[src/rtl/vlm_pkg.sv]
`timescale 1ns/1ps
package vlm_pkg;

    typedef enum logic [1:0] {
        ST_IDLE = 2'd0,
        ST_READ = 2'd1,
        ST_DONE = 2'd2
    } vlm_state_e;

endpackage

[src/rtl/vlm_field_extract.sv]
`timescale 1ns/1ps
module vlm_field_extract #(
    parameter int DATA_W    = 32,
    parameter int VL_W      = 5,
    parameter int PL_W      = 3,
    parameter int REM_LSB   = 0,
    parameter int PHY_LSB   = 8,
    parameter int NUM_LANES = 20
) (
    input  logic [DATA_W-1:0] rd_data,
    output logic [VL_W-1:0]   rem_idx,
    output logic [PL_W-1:0]   phy_idx,
    output logic              rem_ok
);
    localparam logic [VL_W-1:0] LIMIT = VL_W'(NUM_LANES);

    logic [DATA_W-1:0] rem_shift;
    logic [DATA_W-1:0] phy_shift;

    always_comb begin
        rem_shift = rd_data >> REM_LSB;
        phy_shift = rd_data >> PHY_LSB;
        rem_idx   = rem_shift[VL_W-1:0];
        phy_idx   = phy_shift[PL_W-1:0];
        rem_ok    = (rem_idx < LIMIT);
    end

endmodule

[src/rtl/vlm_seq_ctrl.sv]
`timescale 1ns/1ps
module vlm_seq_ctrl
    import vlm_pkg::*;
#(
    parameter int NUM_LANES = 20,
    parameter int ADDR_W    = 5
) (
    input  logic              clk,
    input  logic              rst_n,
    input  logic              aligned,
    input  logic              rd_ack,
    input  logic              rem_ok,
    output logic              rd_req,
    output logic [ADDR_W-1:0] rd_addr,
    output logic              tbl_clr,
    output logic              tbl_we,
    output logic              done,
    output logic              err
);
    localparam logic [ADDR_W-1:0] LAST = ADDR_W'(NUM_LANES - 1);

    typedef struct packed {
        vlm_state_e        state;
        logic [ADDR_W-1:0] lane;
        logic              err;
    } ctl_t;

    ctl_t ctl_d, ctl_q;
    logic start_d;
    logic accept_d;

    always_comb begin
        ctl_d    = ctl_q;
        start_d  = 1'b0;
        accept_d = 1'b0;
        case (ctl_q.state)
            ST_IDLE: begin
                if (aligned) begin
                    ctl_d.state = ST_READ;
                    ctl_d.lane  = '0;
                    ctl_d.err   = 1'b0;
                    start_d     = 1'b1;
                end
            end
            ST_READ: begin
                if (!aligned) begin
                    ctl_d.state = ST_IDLE;
                end else if (rd_ack) begin
                    accept_d = 1'b1;
                    if (!rem_ok) begin
                        ctl_d.err = 1'b1;
                    end
                    if (ctl_q.lane == LAST) begin
                        ctl_d.state = ST_DONE;
                    end else begin
                        ctl_d.lane = ctl_q.lane + 1'b1;
                    end
                end
            end
            ST_DONE: begin
                if (!aligned) begin
                    ctl_d.state = ST_IDLE;
                end
            end
            default: ctl_d.state = ST_IDLE;
        endcase
    end

    always_ff @(posedge clk) begin
        if (!rst_n) begin
            ctl_q.state <= ST_IDLE;
            ctl_q.lane  <= '0;
            ctl_q.err   <= 1'b0;
        end else begin
            ctl_q <= ctl_d;
        end
    end

    assign rd_req  = (ctl_q.state == ST_READ);
    assign rd_addr = ctl_q.lane;
    assign done    = (ctl_q.state == ST_DONE);
    assign err     = ctl_q.err;
    assign tbl_clr = start_d;
    assign tbl_we  = accept_d && rem_ok;


    no_req_unaligned_chk: assert property (@(posedge clk) disable iff (!rst_n)
        !aligned |=> !rd_req);


    first_lane_chk: assert property (@(posedge clk) disable iff (!rst_n)
        $rose(rd_req) |-> (rd_addr == '0));


    addr_hold_chk: assert property (@(posedge clk) disable iff (!rst_n)
        (rd_req && !rd_ack && aligned) |=> (rd_req && $stable(rd_addr)));


    addr_step_chk: assert property (@(posedge clk) disable iff (!rst_n)
        (rd_req && rd_ack && aligned && (rd_addr != LAST)) |=>
        (rd_req && (rd_addr == ADDR_W'($past(rd_addr) + 1'b1))));


    done_rise_chk: assert property (@(posedge clk) disable iff (!rst_n)
        $rose(done) |-> $past(rd_req && rd_ack && aligned && (rd_addr == LAST)));


    abort_chk: assert property (@(posedge clk) disable iff (!rst_n)
        !aligned |=> (!done && !rd_req));


    err_set_chk: assert property (@(posedge clk) disable iff (!rst_n)
        (rd_req && rd_ack && aligned && !rem_ok) |=> err);

endmodule

[src/rtl/vlm_map_table.sv]
`timescale 1ns/1ps
module vlm_map_table #(
    parameter int NUM_LANES = 20,
    parameter int VL_W      = 5,
    parameter int PL_W      = 3
) (
    input  logic                      clk,
    input  logic                      rst_n,
    input  logic                      clr,
    input  logic                      we,
    input  logic [VL_W-1:0]           waddr,
    input  logic [PL_W-1:0]           wdata,
    output logic [NUM_LANES*PL_W-1:0] map_flat
);
    localparam logic [VL_W-1:0] LIMIT = VL_W'(NUM_LANES);

    logic [PL_W-1:0] ent_d [NUM_LANES];
    logic [PL_W-1:0] ent_q [NUM_LANES];

    always_comb begin
        for (int i = 0; i < NUM_LANES; i++) begin
            ent_d[i] = ent_q[i];
            if (clr) begin
                ent_d[i] = '0;
            end else if (we && (waddr == VL_W'(i))) begin
                ent_d[i] = wdata;
            end
        end
    end

    always_ff @(posedge clk) begin
        if (!rst_n) begin
            for (int i = 0; i < NUM_LANES; i++) begin
                ent_q[i] <= '0;
            end
        end else begin
            ent_q <= ent_d;
        end
    end


    write_range_chk: assert property (@(posedge clk) disable iff (!rst_n)
        we |-> (waddr < LIMIT));

    for (genvar g = 0; g < NUM_LANES; g++) begin : g_ent
        assign map_flat[g*PL_W +: PL_W] = ent_q[g];


        map_write_chk: assert property (@(posedge clk) disable iff (!rst_n)
            (we && !clr && (waddr == VL_W'(g))) |=> (ent_q[g] == $past(wdata)));


        map_clear_chk: assert property (@(posedge clk) disable iff (!rst_n)
            clr |=> (ent_q[g] == '0));
    end

endmodule

[src/rtl/vl_map_capture.sv]
`timescale 1ns/1ps
module vl_map_capture #(
    parameter int NUM_LANES = 20,
    parameter int VL_W      = 5,
    parameter int PL_W      = 3,
    parameter int DATA_W    = 32,
    parameter int REM_LSB   = 0,
    parameter int PHY_LSB   = 8
) (
    input  logic                      clk,
    input  logic                      rst_n,
    input  logic                      pcs_aligned,
    output logic                      rd_req,
    output logic [$clog2(NUM_LANES)-1:0] rd_addr,
    input  logic                      rd_ack,
    input  logic [DATA_W-1:0]         rd_data,
    output logic [NUM_LANES*PL_W-1:0] map_flat,
    output logic                      done,
    output logic                      idx_err
);
    localparam int ADDR_W = $clog2(NUM_LANES);

    logic [VL_W-1:0] rem_idx;
    logic [PL_W-1:0] phy_idx;
    logic            rem_ok;
    logic            tbl_clr;
    logic            tbl_we;

    vlm_field_extract #(
        .DATA_W   (DATA_W),
        .VL_W     (VL_W),
        .PL_W     (PL_W),
        .REM_LSB  (REM_LSB),
        .PHY_LSB  (PHY_LSB),
        .NUM_LANES(NUM_LANES)
    ) u_extract (
        .rd_data (rd_data),
        .rem_idx (rem_idx),
        .phy_idx (phy_idx),
        .rem_ok  (rem_ok)
    );

    vlm_seq_ctrl #(
        .NUM_LANES(NUM_LANES),
        .ADDR_W   (ADDR_W)
    ) u_ctrl (
        .clk     (clk),
        .rst_n   (rst_n),
        .aligned (pcs_aligned),
        .rd_ack  (rd_ack),
        .rem_ok  (rem_ok),
        .rd_req  (rd_req),
        .rd_addr (rd_addr),
        .tbl_clr (tbl_clr),
        .tbl_we  (tbl_we),
        .done    (done),
        .err     (idx_err)
    );

    vlm_map_table #(
        .NUM_LANES(NUM_LANES),
        .VL_W     (VL_W),
        .PL_W     (PL_W)
    ) u_table (
        .clk      (clk),
        .rst_n    (rst_n),
        .clr      (tbl_clr),
        .we       (tbl_we),
        .waddr    (rem_idx),
        .wdata    (phy_idx),
        .map_flat (map_flat)
    );

endmodule

[config.mk]
export PLATFORM = sky130hd
export DESIGN_NAME = vl_map_capture
export DESIGN_NICKNAME = d
export VERILOG_FILES = /design/src/rtl/vlm_pkg.sv /design/src/rtl/vlm_field_extract.sv /design/src/rtl/vlm_seq_ctrl.sv /design/src/rtl/vlm_map_table.sv /design/src/rtl/vl_map_capture.sv
export SDC_FILE = /design/constraint.sdc
export NUM_CORES = 1
export LEC_CHECK = 0
export ABC_AREA = 1
export BUFFER_PORTS_ARGS = -buffer_cell sky130_fd_sc_hd__buf_2
export CORE_MARGIN = 3
export CORE_UTILIZATION = 45
export CTS_CLUSTER_SIZE = 14
export DETAILED_ROUTE_END_ITERATION = 8
export PLACE_DENSITY_LB_ADDON = 0.12
export SYNTH_ARGS = -nofsm -noshare
export SYNTH_HDL_FRONTEND = slang
export SYNTH_HIERARCHICAL = 1
export SYNTH_SLANG_ARGS = --single-unit
[constraint.sdc]
create_clock -name clk -period 3.87 [get_ports clk]
set_input_delay 0.774 -clock clk [delete_from_list [all_inputs] [get_ports clk]]
set_output_delay 0.774 -clock clk [all_outputs]
set_load 0.05 [all_outputs]
==> results.json, run 1 <==
{
  "status": "finished, final reports clean",
  "post-route-period-util_pct": 64.7,
  "drtAntennaViolNets": 0,
  "power.total_mw": 1.51,
  "power_density_mw_per_mm2": 368,
  "holdPathStages": 2,
  "fin_skew_ps": 8.07,
  "yosysSeqAreaShare_pct": 38.4,
  "initial_core_util_pct": 47.7,
  "required_ps": 4100,
  "routed_via_density": 4.56,
  "die_width_um": 94.8,
  "drc_errors": 0,
  "max_freq_mhz": 399,
  "setup_tns_ps": 0,
  "core_area_mm2": 0.00745,
  "vias": 3267,
  "synth_fp_nets": 587,
  "io_pins": 104,
  "cts.sinks": 68,
  "wire_per_inst_um": 11.4,
  "ys_warn_count": 6,
  "leakage_nw": 2.10,
  "min_period_ps": 2500,
  "arrival_ps": 2730,
  "synth-seq-cells": 68,
  "critPathLaunch": "rd_data[3]",
  "hold_path_startpoint": "u_ctrl/err$_SDFFE_PN0P_",
  "synthCells": 550,
  "criticalPathCategory": "primary input to flip-flop",
  "grt_pass1_vias": 2918,
  "hold_buffers": 0,
  "clock_latency_ps": 330,
  "hold_violations": 0,
  "drtIter0Drc": 163,
  "drtPass1Iterations": 4,
  "r2r-start": "u_ctrl/ctl_q[6]$_SDFFE_PN0P_",
  "final_common_cell": "nand2_1",
  "setup_violations": 0,
  "rsz0062_at_grt": "false",
  "cts_resized": 0,
  "cp-end-kind": "flip-flop",
  "slew_headroom_pct": 42.2,
  "rr_worst_depth": 9,
  "fin_nets": 649,
  "die_h_um": 94.8,
  "irDropWorstVdd_mv": 0.182,
  "cts_htree_levels": 3,
  "wl_um": 8140,
  "grt_pass1_wl_um": 13600,
  "overflow": 0,
  "slew_violations": 0,
  "area.growth.synth_to_final_pct": 15.4,
  "syn_avg_cell_area_um2": 6.45,
  "n_antenna_cell": 0,
  "cts_buffers": 9,
  "grt_max_degree": 35,
  "drive_gt1_share_pct": 21.7,
  "grt_use_total_pct": 19.1,
  "synth.distinct_cells": 22,
  "root_buffer": "clkbuf_8",
  "cp_max_fo": 12,
  "antenna_found_initial": 0,
  "maxCapViolCount": 0,
  "syn_area_mm2": 0.00355,
  "r2r_slack_ps": 1480,
  "place.gp.congestion": 0.834,
  "min_path_type": "flip-flop to flip-flop",
  "final_cell_mix": "139 x nand2_1, 111 x inv_1, 97 x nor2_1",
  "clockBufferDepth": 2,
  "fp.dieArea_mm2": 0.00899,
  "start_kind": "primary input",
  "cts_tree": "built",
  "cts.clk_slew.worst_paths_ps": 70,
  "row_count": 31,
  "tightest_slew_ps": 864,
  "cts_setup_buffers": 0,
  "fill_cells": 788,
  "dp_hpwl_um": 5780,
  "io_buffers": 79
}
[area by class of cell]
cell class | count | area (um^2) | share of cell area, %
Sequential cell | 68 | 1360 | 33.2
Tap cell | 99 | 124 | 3.02
Clock inverter | 4 | 70.1 | 1.71
Timing Repair Buffer | 81 | 410 | 10.0
Clock buffer | 12 | 165 | 4.03
Inverter | 119 | 447 | 10.9
Multi-Input combinational cell | 333 | 1520 | 37.1
[metrics by stage]
stage / hold WS [ps] / util (%) / setup WS [ps] / instance area (um^2) / cells
final: 455 / 55.0 / 1370 / 4100 / 716
after global routing: 489 / 55.0 / 1230 / 4100 / 716
after CTS: 461 / 55.0 / 1470 / 4100 / 716
after detailed placement: 450 / 51.8 / 1060 / 3860 / 700
after global placement: 433 / 51.8 / 1070 / 3860 / 700
after floorplan: 488 / - / 1890 / 3550 / 550
[synthesized netlist by cell type]
master    instances  area [um^2]
nand3_4           1         17.5
nand2_1         139          522
buf_6             7         78.8
ha_1              1         12.5
nor2_1           98          368
nor3_1            2         10.0
nor2_4            7         78.8
dfxtp_1          68         1360
nand3_1          52          260
buf_4            16          120
nand2_2           3         18.8
a21oi_1           6         30.0
clkbuf_1          3         11.3
nand3_2          11          110
nor2_2            4         25.0
nand4_1           5         31.3
a21oi_2           2         17.5
inv_1           111          417
inv_2             8         30.0
o21ai_1           1         5.00
o21ai_0           1         5.00
buf_2             4         20.0
[cells by family after synthesis]
kind of cell / after synthesis / synth area share [%]
AO/OA/AOI/OAI: 10 / 1.62
adder cells (fa/ha/maj): 1 / 0.352
flip-flops: 68 / 38.4
buffers and inverters: 149 / 19.1
AND/OR/NAND/NOR: 322 / 40.6
[critical path, cell delays in order]
cell and delay (ps):
buf_2 150, o21ai_1 170, nand2_1 100, nor3_1 250, nand2_1 210, nor2_1 710
nand3_1 200, nand2_1 120, nor2_1 40
[worst paths after layout]
path                                        to
max          u_table/map_flat[19]$_SDFFE_PP0P_
min                    u_ctrl/err$_SDFFE_PN0P_
max reg2reg  u_table/map_flat[19]$_SDFFE_PP0P_
min reg2reg            u_ctrl/err$_SDFFE_PN0P_
[metal layers]
layer	global-route usage [%]	part of all wire (%)	up-vias
met5	0	0	-
met4	5.41	0.65	0
met3	5.02	7.9	4
met2	31.4	46	101
met1	24.7	45	1433
li1	-	-	1729
[state kept, by name, summed over array words and instances, names as in the netlist]
signal / flops
u_ctrl/err: 1
u_ctrl/ctl_q: 2
u_table/map_flat: 60
u_ctrl/rd_addr: 5
[where the power goes]
part / internal (mW) / switching (mW) / leakage, nW / total [mW]
Clock: 0.414 / 0.264 / 0.122 / 0.678
Sequential: 0.703 / 0.00390 / 0.548 / 0.707
Combinational: 0.0291 / 0.0941 / 1.43 / 0.123
Total: 1.15 / 0.362 / 2.10 / 1.51
Note: power is estimated with default switching activity, not from simulation.
==> run 2: changes to the inputs <==
Clock period 3.87 ns to 2.4 ns, I/O delays scaled along.
==> results.json, run 2 (synthesized netlist as in run 1, its figures left out) <==
{
  "crit_chain": "inv_2, nor2_4, nand2_1, nor3_1, inv_1, nor2_2, buf_4, nand3_1, nand2_1, nand2_1, nor2_1",
  "grt_pass1_vias": 2955,
  "dp_hpwl_um": 5670,
  "leakage_nw": 2.11,
  "max_stage_delay_ps": 420,
  "cpLargestDelayFamily": "simple AND/OR/NAND/NOR gates",
  "slew_headroom_pct": 14.5,
  "power_density_mw_per_mm2": 591,
  "fin_nets": 652,
  "min_period_ps": 2140,
  "drive_gt1_share_pct": 22.1,
  "wire_per_inst_um": 11.1,
  "start_kind": "flip-flop",
  "cts_buffers": 9,
  "holdPathStages": 3,
  "critPathBufInv": 3,
  "cts.sinks": 68,
  "drtAntennaViolNets": 0,
  "tightest_slew_ps": 1280,
  "r2r-end": "u_table/map_flat[1]$_SDFFE_PP0P_",
  "row_count": 31,
  "io_pins": 104,
  "largest_reg_flops": 60,
  "cp_slowest_cell": "dfxtp_1",
  "fin_skew_ps": 4.83,
  "r2r_slack_ps": 260,
  "hold_violations": 0,
  "hold_buffers": 0,
  "required_ps": 2680,
  "cp_max_fo": 13,
  "cp-end-kind": "flip-flop",
  "irDropWorstVdd_mv": 0.275,
  "die_h_um": 94.8,
  "rsz0062_at_grt": "false",
  "cts_htree_levels": 3,
  "post-route-period-util_pct": 89.2,
  "vias": 3262,
  "final_util_pct": 55.3,
  "grt_util_met2_pct": 30.5,
  "antenna_found_initial": 0,
  "status": "finished, final reports clean",
  "setup_tns_ps": 0,
  "core_area_mm2": 0.00745,
  "wl_um": 8000,
  "power.total_mw": 2.44,
  "clock_latency_ps": 340,
  "fill_cells": 799,
  "criticalPathCategory": "flip-flop to flip-flop",
  "rr_worst_depth": 11,
  "cpMostUsedCell": "nand2_1",
  "area.growth.synth_to_final_pct": 16.0,
  "initial_core_util_pct": 47.7,
  "r2r-start": "u_ctrl/ctl_q[6]$_SDFFE_PN0P_",
  "cts_resized": 0,
  "final_cell_mix": "139 x nand2_1, 111 x inv_1, 97 x nor2_1",
  "fp.dieArea_mm2": 0.00899,
  "slew_violations": 0,
  "min_path_type": "primary input to flip-flop",
  "arrival_ps": 2420,
  "holdPathEnd": "u_ctrl/ctl_q[7]$_SDFFE_PN0P_",
  "cts_setup_buffers": 0,
  "drc_errors": 0,
  "setup_violations": 0,
  "root_buffer": "clkbuf_8",
  "maxCapViolCount": 0,
  "die_width_um": 94.8,
  "grt_pass1_wl_um": 13300,
  "drtPass1Iterations": 5,
  "clockBufferDepth": 2,
  "hold_path_startpoint": "rd_ack",
  "drtIter0Drc": 133,
  "max_freq_mhz": 467,
  "place.gp.congestion": 0.830,
  "use_met1_pct": 24.1,
  "cts_tree": "built",
  "grt_max_degree": 61,
  "hold_ws_ps": 419,
  "top_usage_layer": "met2",
  "final_common_cell": "nand2_1",
  "n_antenna_cell": 0,
  "grt_use_total_pct": 19.0,
  "io_buffers": 79,
  "cts.clk_slew.worst_paths_ps": 70,
  "overflow": 0,
  "grtUsageMet3_pct": 4.22,
  "routed_via_density": 4.54
}
[run 2: cell types whose count changed in the layout (fill, tap and decap cells not counted)]
| cell | change |
|---|---|
| buf_4 | +3 |
[run 2: how the worst max path moves through the flow]
stage | end | start | depth (start not counted) | slack [ps]
global route | u_table/map_flat[2]$_SDFFE_PP0P_ | u_ctrl/ctl_q[6]$_SDFFE_PN0P_ | 11 | 90
global placement | u_table/map_flat[13]$_SDFFE_PP0P_ | rd_data[3] | 9 | 220
finish | u_table/map_flat[1]$_SDFFE_PP0P_ | u_ctrl/ctl_q[6]$_SDFFE_PN0P_ | 11 | 260
detailed placement | u_table/map_flat[0]$_SDFFE_PP0P_ | rd_data[3] | 11 | 140
CTS | u_table/map_flat[1]$_SDFFE_PP0P_ | u_ctrl/ctl_q[6]$_SDFFE_PN0P_ | 11 | 300
floorplan | u_table/map_flat[6]$_SDFFE_PP0P_ | u_ctrl/ctl_q[6]$_SDFFE_PN0P_ | 10 | 480
[run 2: layout make-up]
class	instances	area [um^2]	share of cell area, %
Sequential cell	68	1360	33.0
Clock buffer	12	165	4.01
Timing Repair Buffer	84	433	10.5
Inverter	119	447	10.8
Tap cell	99	124	3.01
Clock inverter	4	70.1	1.70
Multi-Input combinational cell	333	1520	36.9
[run 2: layer usage]
| metal | share of wire [%] | up-vias |
|---|---|---|
| li1 | - | 1731 |
| met1 | 47 | 1429 |
| met2 | 45 | 89 |
| met3 | 5.9 | 13 |
| met4 | 2.0 | 0 |
| met5 | 0 | - |
[run 2: worst register-to-register path: stages (launching register included)]
cell and delay, ps:
dfxtp_1 420, inv_2 60, nor2_4 160, nand2_1 90
nor3_1 370, inv_1 110, nor2_2 90, buf_4 230
nand3_1 230, nand2_1 130, nand2_1 60, nor2_1 130
[run 2: power by group]
group	internal [mW]	switching, mW	leakage, nW
registers	1.13	0.00645	0.548
clock network	0.667	0.430	0.122
logic	0.0471	0.151	1.44
[run 2: metrics by stage]
step	setup WS [ps]	instances	area, um^2
3_3_place_gp	219	703	3880
6_report	258	719	4120
4_1_cts	301	719	4120
2_1_floorplan	483	550	3550
3_5_place_dp	143	703	3880
5_1_grt	94.2	719	4120
==> run 3: changes to the inputs <==
Settings changed: CORE_UTILIZATION 45 to 40, MAX_ROUTING_LAYER from default to met4, REMOVE_ABC_BUFFERS from default to 1.
==> results.json, run 3 (synthesized netlist as in run 1, its figures left out) <==
{
  "area.growth.synth_to_final_pct": 14.6,
  "start_kind": "flip-flop",
  "final_util_pct": 48.3,
  "largest_reg_flops": 60,
  "min_period_ps": 2050,
  "use_met1_pct": 21.1,
  "die_h_um": 100,
  "drtAntennaViolNets": 0,
  "setup_violations": 0,
  "routed_via_density": 4.45,
  "cp-end-kind": "flip-flop",
  "cp_max_fo": 14,
  "top_usage_layer": "met2",
  "tightest_slew_ps": 574,
  "cp_slowest_cell": "dfxtp_1",
  "hold_violations": 0,
  "overflow": 0,
  "grt_use_total_pct": 17.1,
  "initial_core_util_pct": 42.1,
  "grt_util_met2_pct": 27.4,
  "final_common_cell": "nand2_1",
  "cts_setup_buffers": 0,
  "row_count": 33,
  "clock_latency_ps": 330,
  "drtPass1Iterations": 4,
  "arrival_ps": 2310,
  "maxCapViolCount": 0,
  "status": "finished, final reports clean",
  "hold_buffers": 0,
  "fin_nets": 653,
  "fin_skew_ps": 6.03,
  "max_freq_mhz": 488,
  "vias": 3223,
  "hold_ws_ps": 422,
  "place.gp.congestion": 0.844,
  "grtUsageMet3_pct": 2.92,
  "grt_pass1_vias": 2812,
  "slew_headroom_pct": 61.7,
  "die_width_um": 100,
  "fp.dieArea_mm2": 0.0100,
  "drive_gt1_share_pct": 21.8,
  "cts_resized": 0,
  "slew_violations": 0,
  "drc_errors": 0,
  "cts_htree_levels": 3,
  "irDropWorstVdd_mv": 0.246,
  "antenna_found_initial": 0,
  "grt_pass1_wl_um": 13300,
  "n_antenna_cell": 0,
  "root_buffer": "clkbuf_8",
  "crit_chain": "inv_2, nor2_4, nand2_1, nor3_1, nand2_1, nor2_4, nand2_1, nand2_1, inv_1, nor2_1",
  "max_stage_delay_ps": 430,
  "grt_max_degree": 37,
  "wire_per_inst_um": 11.3,
  "cpLargestDelayFamily": "simple AND/OR/NAND/NOR gates",
  "dp_hpwl_um": 5710,
  "io_pins": 104,
  "wl_um": 8160,
  "post-route-period-util_pct": 85.4,
  "min_path_type": "primary input to flip-flop",
  "final_cell_mix": "139 x nand2_1, 111 x inv_1, 97 x nor2_1",
  "clockBufferDepth": 2,
  "cpMostUsedCell": "nand2_1",
  "cts.clk_slew.worst_paths_ps": 70,
  "leakage_nw": 2.08,
  "criticalPathCategory": "flip-flop to flip-flop",
  "fill_cells": 916,
  "cts.sinks": 68,
  "drtIter0Drc": 104,
  "cts_tree": "built",
  "power_density_mw_per_mm2": 534,
  "rsz0062_at_grt": "false",
  "cts_buffers": 9,
  "core_area_mm2": 0.00842,
  "critPathBufInv": 2,
  "io_buffers": 79,
  "required_ps": 2660
}
run 3: final timing paths:
| path | from | to | slack, ps | cells after the start |
|---|---|---|---|---|
| max | u_ctrl/ctl_q[6]$_SDFFE_PN0P_ | u_table/map_flat[9]$_SDFFE_PP0P_ | 350 | 10 |
| max reg2reg | u_ctrl/ctl_q[6]$_SDFFE_PN0P_ | u_table/map_flat[9]$_SDFFE_PP0P_ | 350 | 10 |
| min | pcs_aligned | u_ctrl/ctl_q[7]$_SDFFE_PN0P_ | 420 | 3 |
| min reg2reg | u_ctrl/err$_SDFFE_PN0P_ | u_ctrl/err$_SDFFE_PN0P_ | 450 | 2 |
run 3: area by class of cell:
| type | instances | area, um^2 | area share [%] |
|---|---|---|---|
| multi-input cells | 333 | 1520 | 37.3 |
| inverters | 119 | 447 | 11.0 |
| clock buffers | 13 | 159 | 3.91 |
| flip-flops and latches | 68 | 1360 | 33.5 |
| repair buffers | 85 | 440 | 10.8 |
| well taps | 105 | 131 | 3.23 |
| clock inverters | 2 | 10.0 | 0.246 |
run 3: through the flow:
stage | power, mW | setup TNS (ps) | cells | cell area (um^2) | setup slack, ps
floorplan | 1.30 | -20510 | 520 | 3320 | -342
global placement | 1.37 | 0 | 710 | 3900 | 266
detailed placement | 1.37 | 0 | 710 | 3900 | 243
CTS | 2.21 | 0 | 725 | 4070 | 349
global route | 2.28 | 0 | 725 | 4070 | 80.2
finish | 2.17 | 0 | 725 | 4070 | 351
run 3: worst min-delay path, stage by stage:
cell and delay (ps):
buf_2 140, nand2_1 60, a21oi_1 30
run 3: layer usage:
layer  vias to the layer above  routed length, um  part of all wire [%]
met5                         -                  0                     0
met2                        81               3670                    45
met4                         0                102                   1.3
met1                      1401               3950                    48
li1                       1730                  -                     -
met3                        11                437                   5.4
run 3: power by group:
part	switching, mW	total (mW)	internal, mW
Clock	0.406	0.830	0.424
Sequential	0.00646	1.14	1.13
Combinational	0.153	0.202	0.0488
Total	0.565	2.17	1.61
